<file path="config.mk">
export PLATFORM = sky130hd
export DESIGN_NAME = itag_gen
export DESIGN_NICKNAME = d
export VERILOG_FILES = /design/src/rtl/itag_pkg.sv /design/src/rtl/itag_cnt_slice.sv /design/src/rtl/itag_decode.sv /design/src/rtl/itag_src_port.sv /design/src/rtl/itag_gen.sv
export SDC_FILE = /design/constraint.sdc
export NUM_CORES = 1
export LEC_CHECK = 0
export BUFFER_PORTS_ARGS = -buffer_cell sky130_fd_sc_hd__buf_2
export CAP_MARGIN = 20
export CORE_MARGIN = 4
export CORE_UTILIZATION = 59
export DETAILED_ROUTE_END_ITERATION = 8
export GPL_TIMING_DRIVEN = 1
export PLACE_DENSITY = 0.81
export SYNTH_ARGS = -nofsm -noshare
export SYNTH_HDL_FRONTEND = slang
export SYNTH_HIERARCHICAL = 1
export SYNTH_SLANG_ARGS = --single-unit
</file>
<file path="constraint.sdc">
create_clock -name clk -period 3.2 [get_ports clk]
set_input_delay 0.48 -clock clk [delete_from_list [all_inputs] [get_ports clk]]
set_output_delay 0.48 -clock clk [all_outputs]
set_load 0.005 [all_outputs]
</file>
<file path="src/rtl/itag_pkg.sv">
package itag_pkg;

  // Per-register counter control for one cycle.
  typedef struct packed {
    logic inc;
    logic dec;
  } itag_ctl_t;

endpackage

</file>
<file path="src/rtl/itag_cnt_slice.sv">
module itag_cnt_slice
  import itag_pkg::*;
#(
  parameter int CNT_W = 3
) (
  input  logic             clk,
  input  logic             rst_n,
  input  itag_ctl_t        ctl,
  output logic [CNT_W-1:0] latest,
  output logic             busy,
  output logic             full
);

  localparam logic [CNT_W-1:0] CNT_MAX = {CNT_W{1'b1}};

  logic [CNT_W-1:0] outst_q, outst_d;
  logic [CNT_W-1:0] lat_q, lat_d;
  logic             cnt_en;

  always_comb begin
    outst_d = outst_q;
    lat_d   = lat_q;
    cnt_en  = ctl.inc | ctl.dec;
    unique case ({ctl.inc, ctl.dec})
      2'b10:   outst_d = outst_q + 1'b1;
      2'b01:   outst_d = outst_q - 1'b1;
      default: outst_d = outst_q;
    endcase
    if (ctl.inc) begin
      lat_d = lat_q + 1'b1;
    end
  end

  always_ff @(posedge clk or negedge rst_n) begin
    if (!rst_n) begin
      outst_q <= '0;
      lat_q   <= '0;
    end else if (cnt_en) begin
      outst_q <= outst_d;
      lat_q   <= lat_d;
    end
  end

  assign latest = lat_q;
  assign busy   = |outst_q;
  assign full   = (outst_q == CNT_MAX);

endmodule

</file>
<file path="src/rtl/itag_decode.sv">
module itag_decode
  import itag_pkg::*;
#(
  parameter int NUM_REGS = 8,
  localparam int IDX_W   = $clog2(NUM_REGS)
) (
  input  logic                dst_req,
  input  logic [IDX_W-1:0]    dst_idx,
  input  logic                cmt_vld,
  input  logic [IDX_W-1:0]    cmt_idx,
  input  logic [NUM_REGS-1:0] full_vec,
  output itag_ctl_t           ctl [NUM_REGS],
  output logic                stall
);

  logic accept;

  always_comb begin
    stall  = dst_req & full_vec[dst_idx];
    accept = dst_req & ~stall;
  end

  for (genvar r = 0; r < NUM_REGS; r++) begin : g_dec
    always_comb begin
      ctl[r].inc = accept  & (dst_idx == IDX_W'(r));
      ctl[r].dec = cmt_vld & (cmt_idx == IDX_W'(r));
    end
  end

endmodule

</file>
<file path="src/rtl/itag_src_port.sv">
module itag_src_port #(
  parameter int NUM_REGS = 8,
  parameter int CNT_W    = 3,
  localparam int IDX_W   = $clog2(NUM_REGS),
  localparam int TAG_W   = IDX_W + CNT_W
) (
  input  logic [IDX_W-1:0]                rd_idx,
  input  logic [NUM_REGS-1:0][CNT_W-1:0]  lat_arr,
  input  logic [NUM_REGS-1:0]             busy_vec,
  output logic [TAG_W-1:0]                rd_tag,
  output logic                            rd_from_rf
);

  always_comb begin
    rd_tag     = {rd_idx, lat_arr[rd_idx]};
    rd_from_rf = ~busy_vec[rd_idx];
  end

endmodule

</file>
<file path="src/rtl/itag_gen.sv">
module itag_gen
  import itag_pkg::*;
#(
  parameter int NUM_REGS = 8,
  parameter int CNT_W    = 3,
  parameter int NUM_SRC  = 2,
  localparam int IDX_W   = $clog2(NUM_REGS),
  localparam int TAG_W   = IDX_W + CNT_W
) (
  input  logic                       clk,
  input  logic                       rst_n,
  input  logic                       dst_req,
  input  logic [IDX_W-1:0]           dst_idx,
  output logic [TAG_W-1:0]           dst_tag,
  output logic                       issue_stall,
  input  logic                       cmt_vld,
  input  logic [IDX_W-1:0]           cmt_idx,
  input  logic [NUM_SRC*IDX_W-1:0]   src_idx,
  output logic [NUM_SRC*TAG_W-1:0]   src_tag,
  output logic [NUM_SRC-1:0]         src_from_rf,
  output logic [NUM_REGS-1:0]        busy_vec
);

  itag_ctl_t                       ctl [NUM_REGS];
  logic [NUM_REGS-1:0][CNT_W-1:0]  lat_arr;
  logic [NUM_REGS-1:0]             full_vec;
  logic [NUM_REGS-1:0]             busy_int;

  itag_decode #(.NUM_REGS(NUM_REGS)) u_dec (
    .dst_req  (dst_req),
    .dst_idx  (dst_idx),
    .cmt_vld  (cmt_vld),
    .cmt_idx  (cmt_idx),
    .full_vec (full_vec),
    .ctl      (ctl),
    .stall    (issue_stall)
  );

  for (genvar r = 0; r < NUM_REGS; r++) begin : g_reg
    itag_cnt_slice #(.CNT_W(CNT_W)) u_slice (
      .clk    (clk),
      .rst_n  (rst_n),
      .ctl    (ctl[r]),
      .latest (lat_arr[r]),
      .busy   (busy_int[r]),
      .full   (full_vec[r])
    );
  end

  for (genvar k = 0; k < NUM_SRC; k++) begin : g_src
    itag_src_port #(.NUM_REGS(NUM_REGS), .CNT_W(CNT_W)) u_port (
      .rd_idx     (src_idx[k*IDX_W +: IDX_W]),
      .lat_arr    (lat_arr),
      .busy_vec   (busy_int),
      .rd_tag     (src_tag[k*TAG_W +: TAG_W]),
      .rd_from_rf (src_from_rf[k])
    );
  end

  always_comb begin
    dst_tag  = {dst_idx, CNT_W'(lat_arr[dst_idx] + 1'b1)};
    busy_vec = busy_int;
  end

endmodule

</file>
==> results by group <==
Run
  • Maxcap violations: 0

Placed design
  • Place WS: ~0.32 ns
  • IO buf count: 44
  • Placed cell area: between 3000 and 4000 µm²
  • Hpwl dp: roughly 6 mm
  • DP Cell Count: 415
  • Gpl congestion: between 0.8 and 0.9

Yosys
  • Distinct cells, synth: 27
  • Post-Synthesis Net Count: 360
  • Seq/Total Area, Yosys: approximately 32%
  • Post-synth EDFFs: 0
  • Ys Warns: 6
  • Post-Synthesis Cells: ~310
  • Yosys reg bits: between 40 and 50
  • Mapped Area: ~3700 µm²
  • Main synth FF type: dfrtp_1
  • Async S/R FF share, synth: between 90% and 100%
  • Mean Syn Cell Area: roughly 12 µm²

Setup path
  • Crit Path Max Fanout: 9
  • Critical path's most frequent cell: inv_1
  • Reg2reg path depth: 9
  • Worst EP required: roughly 3.4 ns
  • Crit-path leading delay family: compound AO/OA/AOI/OAI gates
  • Arrival @ worst endpoint: between 2 and 3 ns
  • Worst r2r src: g_reg[5].u_slice/outst_q[0]$_DFFE_PN0P_
  • Worst Setup Path Type: register to register
  • CP Cell Sequence: and3_1 > mux2_4 > o22a_4 > a2111oi_1 > inv_1 > ha_1 > inv_1 > fa_1 > a21oi_1
  • Worst R2R End: g_reg[0].u_slice/outst_q[1]$_DFFE_PN0P_
  • Buf+Inv Stages, Crit Path: 2
  • Largest stage delay on the critical path: 0.46 ns
  • Crit end category: register
  • CP startpoint kind: register
  • R2r setup slk: roughly 0.48 ns
  • Crit path max-delay cell type: a2111oi_1

Clock tree
  • CTS Buf Count: 5
  • CTS root buf: clkbuf_8
  • Deepest level of the CTS H-tree: 2
  • Cts repair resizes: 0
  • Clock Latency Late Sink: 0.30 ns
  • Clock Sinks: 48
  • TritonCTS clock tree: built
  • Setup Fix Bufs, Post-CTS: 0
  • Worst-path clk slew: approximately 0.09 ns
  • Hold_buf cts: 0
  • CTS max path bufs: 2

Routing
  • Number of vias per cell: between 5 and 6
  • Avg WL per Cell: 17.6 µm
  • DR WL met3: between 300 and 400 µm
  • Final WL: between 7 and 8 mm
  • Detailed-route via count: approximately 2400
  • Met2 wire len: roughly 3.7 mm
  • DRC viols: 0
  • Drt initial violations: 130
  • Final ANT Viol Nets: 0
  • M1 wire length: around 3.2 mm
  • Drt pass-1 iters: 4
  • Max Used Layer: met4

Floorplanning
  • Initial Utilization: roughly three fifths
  • Die height: just under 90 µm
  • Boundary pin count: between 40 and 50
  • CORE AREA: about 6000 µm²
  • # rows: 28
  • Total Die Area: 7640 µm²
  • Chip width: 87.4 µm

STA
  • Clock skew after layout: 0.00848 ns
  • Final min period: about 2.7 ns
  • Final worst path period share: between 80 and 90%
  • Final setup vio count: 0
  • Slew headroom: about 68%
  • Peak Freq: 367 MHz
  • Worst slew pin tran: 0.484 ns
  • Unrepaired setup endpoints after global routing: false
  • Fin worst setup slack: roughly 0.48 ns
  • WHS: roughly 0.017 ns
  • Fin Setup TNS: 0 ns
  • Final hold violations: 0
  • Final Max Slew Viols: 0

GRT
  • First-pass GRT wire length: roughly 12 mm
  • Largest net degree at the start of global routing: slightly below 50
  • Congestion Overflow GR: 0
  • GRT Total Usage: 21.1%
  • Vias in the first global route: about 2400
  • Antenna violations before repair: 0

Finish
  • Final Util: between 60% and 70%
  • Layout cells sized above 1: 25.9%
  • N_diodes: 0
  • Most common cell after layout, fill and taps aside: dfrtp_1
  • Commonest cells after routing, fill and taps aside: 48 x dfrtp_1, 44 x buf_2, 41 x inv_1
  • Area growth, synth to finish: 7.83%
  • Post-route cell area: between 4000 and 5000 µm²
  • Final Non-Filler Cells: about 420
  • # nets final: approximately 400

Power and ir drop
  • Power per Cell Area: roughly 550 nW/µm²
  • Peak supply drop: between 0.3 and 0.4 mV
  • Design Power: 2.20 mW
  • Leak: roughly 1.9 nW

Status
  • Outcome: completed

Min path
  • HP Class: input pin to asynchronous set/reset pin
## sequential cells by signal (all words and copies together) (netlist names)
name,cells
g.u_slice/latest,24
g.u_slice/outst_q,24
## cells in the mapped netlist (all sizes together) (2+ instances only)
cell type / instances / area share (%)
a2111oi: 2 / 0.54
a211oi: 6 / 1.2
a21oi: 8 / 1.1
and3: 9 / 1.5
buf: 13 / 3.0
clkbuf: 2 / 0.20
dfrtp: 48 / 32
fa: 8 / 4.3
ha: 25 / 8.4
inv: 41 / 4.1
mux2: 18 / 6.5
mux2i: 8 / 2.2
mux4: 21 / 15
nand2: 20 / 2.6
nand2b: 6 / 1.0
nor2: 15 / 1.5
nor2b: 8 / 3.0
nor3: 2 / 0.27
or3: 8 / 1.3
xnor2: 25 / 5.9
xor2: 16 / 3.8
## worst max path at each step
| stage | startpoint | to | slack (ns) | depth (start not counted) |
|---|---|---|---|---|
| final | g_reg[5].u_slice/outst_q[0]$_DFFE_PN0P_ | g_reg[0].u_slice/outst_q[1]$_DFFE_PN0P_ | 0.48 | 9 |
| after global routing | g_reg[5].u_slice/outst_q[0]$_DFFE_PN0P_ | g_reg[1].u_slice/outst_q[1]$_DFFE_PN0P_ | 0.37 | 9 |
| after CTS | g_reg[5].u_slice/outst_q[0]$_DFFE_PN0P_ | g_reg[0].u_slice/outst_q[1]$_DFFE_PN0P_ | 0.48 | 9 |
| after detailed placement | dst_idx[1] | g_reg[0].u_slice/outst_q[2]$_DFFE_PN0P_ | 0.32 | 11 |
| after global placement | dst_idx[1] | g_reg[0].u_slice/outst_q[2]$_DFFE_PN0P_ | 0.44 | 11 |
| after floorplan | dst_idx[1] | g_reg[2].u_slice/outst_q[1]$_DFFE_PN0P_ | 0.70 | 9 |
## power by group
part           total [mW]  switching, mW  internal [mW]
Combinational       0.871          0.416          0.454
Clock               0.345          0.196          0.149
Sequential          0.989          0.198          0.790
## logic make-up after synthesis
logic type      Yosys count  synth area share [%]
flops                    48                  32.3
mux                      47                  23.1
buf+inv                  56                  7.36
xor+xnor                 41                  9.65
simple gates             68                  11.2
compound gates           18                  3.70
fa+ha+maj                33                  12.7
## area by class of cell
| type | count | area [µm²] |
|---|---|---|
| fill | 469 | 2010 |
| clock buffer | 6 | 72.6 |
| timing repair buffer | 45 | 240 |
| clock inverter | 1 | 5.00 |
| tap | 75 | 93.8 |
| sequential | 48 | 1200 |
| inverter | 41 | 154 |
| multi-input combinational | 207 | 2250 |
## per-layer routing
layer	GRT usage (%)	vias up
met2	36.6	67
met4	8.09	0
met3	3.60	15
li1	-	1142
met5	0	-
met1	26.3	1190
No activity file was read; power rests on OpenSTA's default activity.
